### src/rtl/vseg_pkg.sv
package vseg_pkg;
  localparam int VA_W   = 64;
  localparam int LOW_W  = 32;

  typedef enum logic [1:0] {
    SEG_MAPPED   = 2'b00,
    SEG_CACHED   = 2'b01,
    SEG_UNCACHED = 2'b10,
    SEG_UNUSED   = 2'b11
  } seg_class_e;

  typedef enum logic [1:0] {
    LVL_KERN  = 2'b00,
    LVL_SUPER = 2'b01,
    LVL_USER  = 2'b10
  } level_e;

  // Upper bounds of the 64-bit priority chains
  localparam logic [63:0] XUSEG_END   = 64'h0000_00FF_FFFF_FFFF;
  localparam logic [63:0] HOLE0_END   = 64'h3FFF_FFFF_FFFF_FFFF;
  localparam logic [63:0] XSSEG_END   = 64'h4000_00FF_FFFF_FFFF;
  localparam logic [63:0] HOLE1_END   = 64'h7FFF_FFFF_FFFF_FFFF;
  localparam logic [63:0] PHYS_END    = 64'hBFFF_FFFF_FFFF_FFFF;
  localparam logic [63:0] XKSEG_END   = 64'hC000_00FF_7FFF_FFFF;
  localparam logic [63:0] HOLE2_END   = 64'hFFFF_FFFF_7FFF_FFFF;
  localparam logic [63:0] CK0_END     = 64'hFFFF_FFFF_9FFF_FFFF;
  localparam logic [63:0] CK1_END     = 64'hFFFF_FFFF_BFFF_FFFF;
  localparam logic [63:0] CK2_END     = 64'hFFFF_FFFF_DFFF_FFFF;
  localparam logic [4:0]  PHYS_UC_SEL = 5'b10010;
endpackage

### src/rtl/vseg_status_reg.sv
module vseg_status_reg
  import vseg_pkg::*;
(
  input  logic       clk,
  input  logic       rst,
  input  logic       wr,
  input  logic [1:0] mode_in,
  input  logic       ext_k,
  input  logic       ext_s,
  input  logic       ext_u,
  output level_e     level_q,
  output logic       wide_q
);
  level_e lvl_next;
  logic   wide_next;

  always_comb begin
    unique case (mode_in)
      2'b00:   begin lvl_next = LVL_KERN;  wide_next = ext_k; end
      2'b01:   begin lvl_next = LVL_SUPER; wide_next = ext_s; end
      default: begin lvl_next = LVL_USER;  wide_next = ext_u; end
    endcase
  end

  always_ff @(posedge clk) begin
    if (rst) begin
      level_q <= LVL_KERN;
      wide_q  <= 1'b0;
    end else if (wr) begin
      level_q <= lvl_next;
      wide_q  <= wide_next;
    end
  end

  p_hold_r2: assert property (@(posedge clk) disable iff (rst)
    !wr |=> ($stable(level_q) && $stable(wide_q)))
    else $error("level/width changed without a status write");

  p_reset_kernel_r1: assert property (@(posedge clk)
    rst |=> (level_q == LVL_KERN && !wide_q))
    else $error("reset did not restore kernel 32-bit");
endmodule

### src/rtl/vseg_map32.sv
module vseg_map32
  import vseg_pkg::*;
(
  input  logic [VA_W-1:0] va,
  input  level_e          level,
  output seg_class_e      cls
);
  logic [LOW_W-1:0] lo;
  logic             sext_ok;

  assign lo      = va[LOW_W-1:0];
  assign sext_ok = (&va[VA_W-1:LOW_W-1]) || !(|va[VA_W-1:LOW_W-1]);

  always_comb begin
    cls = SEG_UNUSED;
    if (sext_ok) begin
      unique case (level)
        LVL_KERN: begin
          if      (lo <= 32'h7FFF_FFFF) cls = SEG_MAPPED;
          else if (lo <= 32'h9FFF_FFFF) cls = SEG_CACHED;
          else if (lo <= 32'hBFFF_FFFF) cls = SEG_UNCACHED;
          else                          cls = SEG_MAPPED;
        end
        LVL_SUPER: begin
          if      (lo <= 32'h7FFF_FFFF) cls = SEG_MAPPED;
          else if (lo <= 32'hBFFF_FFFF) cls = SEG_UNUSED;
          else if (lo <= 32'hDFFF_FFFF) cls = SEG_MAPPED;
          else                          cls = SEG_UNUSED;
        end
        default: begin
          if (lo <= 32'h7FFF_FFFF) cls = SEG_MAPPED;
          else                     cls = SEG_UNUSED;
        end
      endcase
    end
  end
endmodule

### src/rtl/vseg_map64.sv
module vseg_map64
  import vseg_pkg::*;
(
  input  logic [VA_W-1:0] va,
  input  level_e          level,
  output seg_class_e      cls
);
  seg_class_e phys_cls;

  // Direct region: only its first 4 GB window is populated
  always_comb begin
    if (va[58:32] != '0)               phys_cls = SEG_UNUSED;
    else if (va[63:59] == PHYS_UC_SEL) phys_cls = SEG_UNCACHED;
    else                               phys_cls = SEG_CACHED;
  end

  always_comb begin
    cls = SEG_UNUSED;
    unique case (level)
      LVL_KERN: begin
        if      (va <= XUSEG_END) cls = SEG_MAPPED;
        else if (va <= HOLE0_END) cls = SEG_UNUSED;
        else if (va <= XSSEG_END) cls = SEG_MAPPED;
        else if (va <= HOLE1_END) cls = SEG_UNUSED;
        else if (va <= PHYS_END)  cls = phys_cls;
        else if (va <= XKSEG_END) cls = SEG_MAPPED;
        else if (va <= HOLE2_END) cls = SEG_UNUSED;
        else if (va <= CK0_END)   cls = SEG_CACHED;
        else if (va <= CK1_END)   cls = SEG_UNCACHED;
        else                      cls = SEG_MAPPED;
      end
      LVL_SUPER: begin
        if      (va <= XUSEG_END) cls = SEG_MAPPED;
        else if (va <= HOLE0_END) cls = SEG_UNUSED;
        else if (va <= XSSEG_END) cls = SEG_MAPPED;
        else if (va <= CK1_END)   cls = SEG_UNUSED;
        else if (va <= CK2_END)   cls = SEG_MAPPED;
        else                      cls = SEG_UNUSED;
      end
      default: begin
        if (va <= XUSEG_END) cls = SEG_MAPPED;
        else                 cls = SEG_UNUSED;
      end
    endcase
  end
endmodule

### src/rtl/vseg_classifier.sv
module vseg_classifier
  import vseg_pkg::*;
(
  input  logic            clk,
  input  logic            rst,
  input  logic            status_wr,
  input  logic [1:0]      status_mode,
  input  logic            ext_kern,
  input  logic            ext_super,
  input  logic            ext_user,
  input  logic [VA_W-1:0] vaddr,
  output logic [1:0]      seg_class
);
  level_e     level_q;
  logic       wide_q;
  seg_class_e cls32, cls64;
  seg_class_e cls_q;

  vseg_status_reg u_status (
    .clk     (clk),
    .rst     (rst),
    .wr      (status_wr),
    .mode_in (status_mode),
    .ext_k   (ext_kern),
    .ext_s   (ext_super),
    .ext_u   (ext_user),
    .level_q (level_q),
    .wide_q  (wide_q)
  );

  vseg_map32 u_map32 (.va(vaddr), .level(level_q), .cls(cls32));
  vseg_map64 u_map64 (.va(vaddr), .level(level_q), .cls(cls64));

  always_ff @(posedge clk) begin
    if (rst) cls_q <= SEG_UNUSED;
    else     cls_q <= wide_q ? cls64 : cls32;
  end

  assign seg_class = cls_q;

  p_reset_unused_r1: assert property (@(posedge clk)
    rst |=> (seg_class == SEG_UNUSED))
    else $error("class not unused after reset");

  p_narrow_sext_r4: assert property (@(posedge clk) disable iff (rst)
    (!wide_q && (vaddr[63:31] != '0) && (vaddr[63:31] != '1)) |=> (seg_class == SEG_UNUSED))
    else $error("non-sign-extended address accepted in 32-bit map");

  p_user_class_r6: assert property (@(posedge clk) disable iff (rst)
    (level_q == LVL_USER) |=> (seg_class == SEG_MAPPED || seg_class == SEG_UNUSED))
    else $error("user level produced a direct window");

  p_super_no_direct_r10: assert property (@(posedge clk) disable iff (rst)
    (level_q == LVL_SUPER) |=> (seg_class == SEG_MAPPED || seg_class == SEG_UNUSED))
    else $error("supervisor level produced a direct window");
endmodule

### config.mk
export PLATFORM = sky130hd
export DESIGN_NAME = vseg_classifier
export DESIGN_NICKNAME = d
export VERILOG_FILES = /design/src/rtl/vseg_pkg.sv /design/src/rtl/vseg_status_reg.sv /design/src/rtl/vseg_map32.sv /design/src/rtl/vseg_map64.sv /design/src/rtl/vseg_classifier.sv
export SDC_FILE = /design/constraint.sdc
export NUM_CORES = 1
export LEC_CHECK = 0
export BUFFER_PORTS_ARGS = -buffer_cell sky130_fd_sc_hd__buf_2
export CELL_PAD_IN_SITES_DETAIL_PLACEMENT = 2
export CELL_PAD_IN_SITES_GLOBAL_PLACEMENT = 2
export CORE_MARGIN = 3
export CORE_UTILIZATION = 16
export DETAILED_ROUTE_END_ITERATION = 7
export HOLD_SLACK_MARGIN = 0.1
export PLACE_DENSITY = 0.85
export SETUP_SLACK_MARGIN = 0.2
export SLEW_MARGIN = 20
export SYNTH_ARGS = -nofsm -noshare
export SYNTH_HDL_FRONTEND = slang
export SYNTH_HIERARCHICAL = 1
export SYNTH_SLANG_ARGS = --single-unit
### constraint.sdc
create_clock -name clk -period 2.8 [get_ports clk]
set_input_delay 0.56 -clock clk [delete_from_list [all_inputs] [get_ports clk]]
set_output_delay 0.56 -clock clk [all_outputs]
set_load 0.01 [all_outputs]
# Word level (Yosys, flattened, before mapping)
# Cells that the tools add are included.
[totals]
reg_bits = 5
latchBits = 0
ramBits = 0
mem_bits_ro = 0
input_bits = 72
out_inout_bits = 2
n_memories = 0
[op_classes]
addsub = 0
n_mul = 0
n_div = 0
n_lt_le_gt_ge = 14
eq_ne = 3
n_shift = 0
mux = 30
n_bitwise = 0
reduce_logical = 7
[op_table]
columns = ["cell", "n"]
rows = [
  ["<= comparator 64 bit, second input constant", 6],
  ["<= comparator 64 x 63 -> 1 bit, second input constant", 2],
  ["<= comparator 32 bit, second input constant", 3],
  ["<= comparator 64 x 40 -> 1 bit, second input constant", 1],
  ["<= comparator 64 x 62 -> 1 bit, second input constant", 1],
  ["two-way mux 2 bit", 26],
  ["AND reduction 33 bit", 1],
  ["OR reduction 33 bit", 1],
  ["<= comparator 32 x 31 -> 1 bit, second input constant", 1],
  ["nonzero test 27 bit", 1],
  ["case mux 2 bit (2 select lines)", 3],
  ["equality test 5 bit, second input constant", 1],
  ["equality test 2 x 1 -> 1 bit, second input constant", 2],
  ["zero test 2 bit", 2],
  ["case mux 1 bit (2 select lines)", 1],
  ["zero test 1 bit", 1],
  ["logical OR 1 bit", 1],
]

# Longest topological paths before layout
[depth]
ltp_word = 12
depth_mapped = 6
mapped_depth_nobuf = 6

# By module
# The synthesis kept the hierarchy.
[modules_own_cells]
columns = ["mod", "n_inst", "cells_per_inst", "area_each_um2", "seq_area_each_um2"]
rows = [
  ["vseg_map64", 1, 48, 331.6, 0.0],
  ["vseg_map32", 1, 30, 202.7, 0.0],
  ["vseg_status_reg", 1, 13, 143.9, 60.1],
  ["vseg_classifier", 1, 6, 71.3, 40.0],
]

# Worst setup path after synthesis
# Ideal clock, no wire load.
[synth_path]
path_type = "input to register"
start = "in vaddr[60]"
end = "reg cls_q[0] (netlist: seg_class[0])"
setup_time_ns = 0.120
arrival_time_ns = 2.002
path_slack_ns = 0.677
path_stages = 6
n_path_buf = 0
cell_sequence = "or3_4 or2_4 o41ai_2 o211a_1 o211ai_2 a211o_2"
[synth_via]
elab_chain_len = 11
[synth_rtl]
columns = ["element", "line_no", "text"]
rows = [
  ["from (decl)", "vseg_classifier.sv:11", "input logic [VA_W-1:0] vaddr,"],
  ["<= comparator 64 bit", "vseg_map64.sv:28", "else if (va <= CK0_END) cls = SEG_CACHED;"],
  ["two-way mux 2 bit", "vseg_map64.sv:28", ""],
  ["two-way mux 2 bit", "vseg_map64.sv:27", "else if (va <= HOLE2_END) cls = SEG_UNUSED;"],
  ["two-way mux 2 bit", "vseg_map64.sv:26", "else if (va <= XKSEG_END) cls = SEG_MAPPED;"],
  ["two-way mux 2 bit", "vseg_map64.sv:25", "else if (va <= PHYS_END) cls = phys_cls;"],
  ["two-way mux 2 bit", "vseg_map64.sv:24", "else if (va <= HOLE1_END) cls = SEG_UNUSED;"],
  ["two-way mux 2 bit", "vseg_map64.sv:23", "else if (va <= XSSEG_END) cls = SEG_MAPPED;"],
  ["two-way mux 2 bit", "vseg_map64.sv:22", "else if (va <= HOLE0_END) cls = SEG_UNUSED;"],
  ["two-way mux 2 bit", "vseg_map64.sv:21", "if (va <= XUSEG_END) cls = SEG_MAPPED;"],
  ["case mux 2 bit (2 select lines) (*)", "vseg_map64.sv:19", "unique case (level)"],
  ["net cls64[0]", "vseg_classifier.sv:16", "seg_class_e cls32, cls64;"],
  ["two-way mux 2 bit (*)", "vseg_classifier.sv:36", "else cls_q <= wide_q ? cls64 : cls32;"],
  ["to (signal assigned)", "vseg_classifier.sv:36", ""],
  ["to (decl)", "vseg_classifier.sv:17", "seg_class_e cls_q;"],
]
# Mark *: on every way through the listed nets, which the timed path passes. The rest lies on a longest branch.
# A chain may end at the register's enable or synchronous reset.

# Worst setup path in the final report
[layout_path]
start = "in vaddr[45]"
end = "reg cls_q[1] (netlist: seg_class[1])"
[layout_via]
elab_chain_len = 12
[layout_rtl]
columns = ["element", "line_no", "text"]
rows = [
  ["<= comparator 64 bit", "vseg_map64.sv:29, vseg_map64.sv:36", ""],
  ["two-way mux 2 bit", "vseg_map64.sv:29", "else if (va <= CK1_END) cls = SEG_UNCACHED;"],
  ["two-way mux 2 bit", "vseg_map64.sv:28", ""],
  ["two-way mux 2 bit", "vseg_map64.sv:27", ""],
  ["two-way mux 2 bit", "vseg_map64.sv:26", ""],
  ["two-way mux 2 bit", "vseg_map64.sv:25", ""],
  ["two-way mux 2 bit", "vseg_map64.sv:24", ""],
  ["two-way mux 2 bit", "vseg_map64.sv:23", ""],
  ["two-way mux 2 bit", "vseg_map64.sv:22", ""],
  ["two-way mux 2 bit", "vseg_map64.sv:21", ""],
  ["case mux 2 bit (2 select lines) (*)", "vseg_map64.sv:19", ""],
  ["net cls64[1]", "vseg_classifier.sv:16", ""],
  ["two-way mux 2 bit (*)", "vseg_classifier.sv:36", ""],
]
# Marked as above.

==> flow_summary.ini <==
[cts]
clk_transition_reported_paths_ns = 0.04
tritoncts = done
hold_buffers = 0
cts_max_path_buffers = 2
cts.root.buffer_cell = sky130_fd_sc_hd__clkbuf_8
cts.sink_count = 5
post_cts_buffers = 0
insertion_delay_ns = 0.22
postCtsResizedCells = 0
number_of_buffers_added_by_the_clock_tree_synthesis_step = 3
h-tree-depth = 1

[global_routing]
grt_pass1_wl_um = 5099
grt_pass1_vias = 1135
grtUsageTotal_pct = 11.68
grt.overflow.total = 0
grt_start_max_net_pins = 8
antenna_violations_before_repair = 0

[synthesis]
synth-edff-count = 0
yosysWarnings = 6
ys_types = 37
synthMostInstantiatedCell = sky130_fd_sc_hd__nand4_1
post-synth-top-area-cell = sky130_fd_sc_hd__nand4_1
synth.cells.most_frequent = 17 x sky130_fd_sc_hd__nand4_1, 11 x sky130_fd_sc_hd__nor4_1, 6 x sky130_fd_sc_hd__nand2_1, 6 x sky130_fd_sc_hd__nor3_1
syn_inst = 97
synth_async_reset_ratio_pct = 0
post_synth.cell_area_avg_um2 = 7.726
total_standard_cell_area_after_synthesis_um2 = 749.5
yosys-top-cells-area = sky130_fd_sc_hd__nand4_1 14%, sky130_fd_sc_hd__dfxtp_1 13%, sky130_fd_sc_hd__nor4_1 9.2%
postSynth.topFlopCell = sky130_fd_sc_hd__dfxtp_1
ys_seq_area_share_pct = 13.36
syn-num-nets = 169
yosysTopAreaCellShare_pct = 14.19
postSynthRegisterBits = 5

[critical_path]
crit_slowest_cell = sky130_fd_sc_hd__o41ai_2
critPathArrivalTime_ns = 2.36
setup.worst_path.start_class = primary input
slowest_delay_ns = 0.51
worst-path-max-fanout = 5
cp_top_family = compound AO/OA/AOI/OAI gates
worstSetupPathType = primary input to register
crit_buf_inv = 1
timing.critical_path.required_ns = 2.90
crit_path_cell_trace = buf_2 > nor4_2 > nand3_2 > o41ai_2 > o211a_1 > o21ai_1 > a211o_1
cp-end-kind = register

[status]
status = finished, final reports clean

[sta]
layout_worst_path_cycle_share_pct = 80.70
tns_ns = 0
maxSlewHeadroom_pct = 72.37
timing.fmax_mhz = 442.6
worst_slew_pin_slew_ns = 0.4099
finalHoldViolations = 0
final.min_clock_period_ns = 2.260
rsz_0062_raised_after_global_routing = false
fin_skew_ns = 0.003730
finalHoldWorstSlack_ns = 0.5756
setup_violations = 0
final_max_slew_viol_count = 0

[pwr]
pwr_density_cell_nw_per_um2 = 292.4
p_total_uw = 315.7
power_leakage_uw = 0.0003717
ir_drop_mv = 0.09580

[final_layout]
final.fill_count = 547
nNetsFinal = 218
antennaDiodeCount = 0
flow.area_growth_from_synthesis_pct = 44.07
drive_above_1_share_pct = 42.76

[detailed_routing]
wl_per_cell_um = 15.64
routed-via-count = 1050
drcViolationCount = 0
first_iter_violations = 24
detail-route-antenna-nets = 0
1st_pass_router_iterations = 4
post_drt_via_cell_ratio = 5.330
wl_um = 3082

[min_path]
hold_class = register to register

[floorplan]
core_um2 = 4444
die_ar_um2 = 5541
die_width_um = 74.44
pin_count = 74
floorplan.initialDensity_pct = 16.86
row_count = 24
die_span_in_y_um = 74.44

[job]
max_cap_viol_count = 0

[place]
detailedPlacementHpwl_um = 2667
place_congestion = 0.7685
io_buffer_count = 44
flip-flops by register name (all words and copies together), names as in the netlist:
register / cells
u_status/wide_q: 1
seg_class: 2
u_status/level_q: 2
power by group:
group / switching (uW) / internal (uW) / total [uW]
clock network: 34.6 / 97.7 / 132
logic: 57.0 / 46.0 / 103
registers: 4.87 / 75.5 / 80.4
worst register-to-register path, stage by stage (launching register included):
cell and delay, ns:
sky130_fd_sc_hd__dfxtp_1 0.37, sky130_fd_sc_hd__maj3_1 0.37, sky130_fd_sc_hd__o21ai_0 0.15, sky130_fd_sc_hd__o21ai_1 0.08
sky130_fd_sc_hd__nor2b_1 0.14, sky130_fd_sc_hd__a211o_1 0.27
final timing paths:
check,cells past startpoint,slack (ns),endpoint,start
worst min-delay path,2,0.58,u_status/level_q[0]$_SDFFE_PP0P_,u_status/level_q[0]$_SDFFE_PP0P_
worst max register to register,5,1.31,seg_class[1]$_SDFF_PP1_,u_status/level_q[0]$_SDFFE_PP0P_
worst max-delay path,7,0.54,seg_class[1]$_SDFF_PP1_,vaddr[45]
worst min register to register,2,0.58,u_status/level_q[0]$_SDFFE_PP0P_,u_status/level_q[0]$_SDFFE_PP0P_
routing by layer:
layer	wire [um]	GRT usage [%]	share of wire, %	vias to the layer above
li1	-	-	-	512
met1	1323	13.68	43	514
met2	1602	22.24	52	22
met3	137	1.351	4.4	2
met4	19	2.964	0.62	0
met5	0	0	0	-
cells in the final DEF (no fill, tap or decap), types with 2 or more instances in the layout:
cell / instances
sky130_fd_sc_hd__o21ai_0: 4
sky130_fd_sc_hd__nor2_1: 3
sky130_fd_sc_hd__nor2b_1: 3
sky130_fd_sc_hd__nand3_1: 3
sky130_fd_sc_hd__nand2_1: 6
sky130_fd_sc_hd__or3b_1: 2
sky130_fd_sc_hd__nand4_1: 17
sky130_fd_sc_hd__o41ai_2: 2
sky130_fd_sc_hd__and3_1: 2
sky130_fd_sc_hd__mux2i_1: 2
sky130_fd_sc_hd__buf_2: 44
sky130_fd_sc_hd__dfxtp_1: 5
sky130_fd_sc_hd__clkbuf_8: 3
sky130_fd_sc_hd__nor4_2: 5
sky130_fd_sc_hd__o21ai_1: 3
sky130_fd_sc_hd__inv_1: 2
sky130_fd_sc_hd__nor3_1: 6
sky130_fd_sc_hd__nor4_1: 11
final cells by class:
cell class	count	area (um2)	area share (%)
inverters	2	7.507	0.6952
clock buffers	4	45.04	4.171
flip-flops and latches	5	100.1	9.270
repair buffers	44	220.2	20.39
multi-input cells	90	641.9	59.44
well taps	52	65.06	6.025
stage by stage:
| stage | util [%] | instance area [um2] | setup WS, ns | cells |
|---|---|---|---|---|
| finish | 24.30 | 1080 | 0.5404 | 197 |
| global route | 24.30 | 1080 | 0.3922 | 197 |
| CTS | 24.30 | 1080 | 0.5140 | 197 |
| detailed placement | 23.28 | 1035 | 0.2829 | 193 |
| global placement | 23.28 | 1035 | 0.3766 | 193 |
| floorplan | - | 749.5 | 0.6774 | 97 |
cells by family (layout without fill, tap and decap cells):
logic type	count (synthesis)	count (layout)	synth area share [%]
AOI/OAI and AO/OA	20	20	22.54
adders and majority gates	1	1	1.336
buffers and inverters	2	50	1.002
DFF	5	5	13.36
muxes	2	2	2.671
and+or+nand+nor	67	67	59.10
No activity file was read; power rests on OpenSTA's default activity.
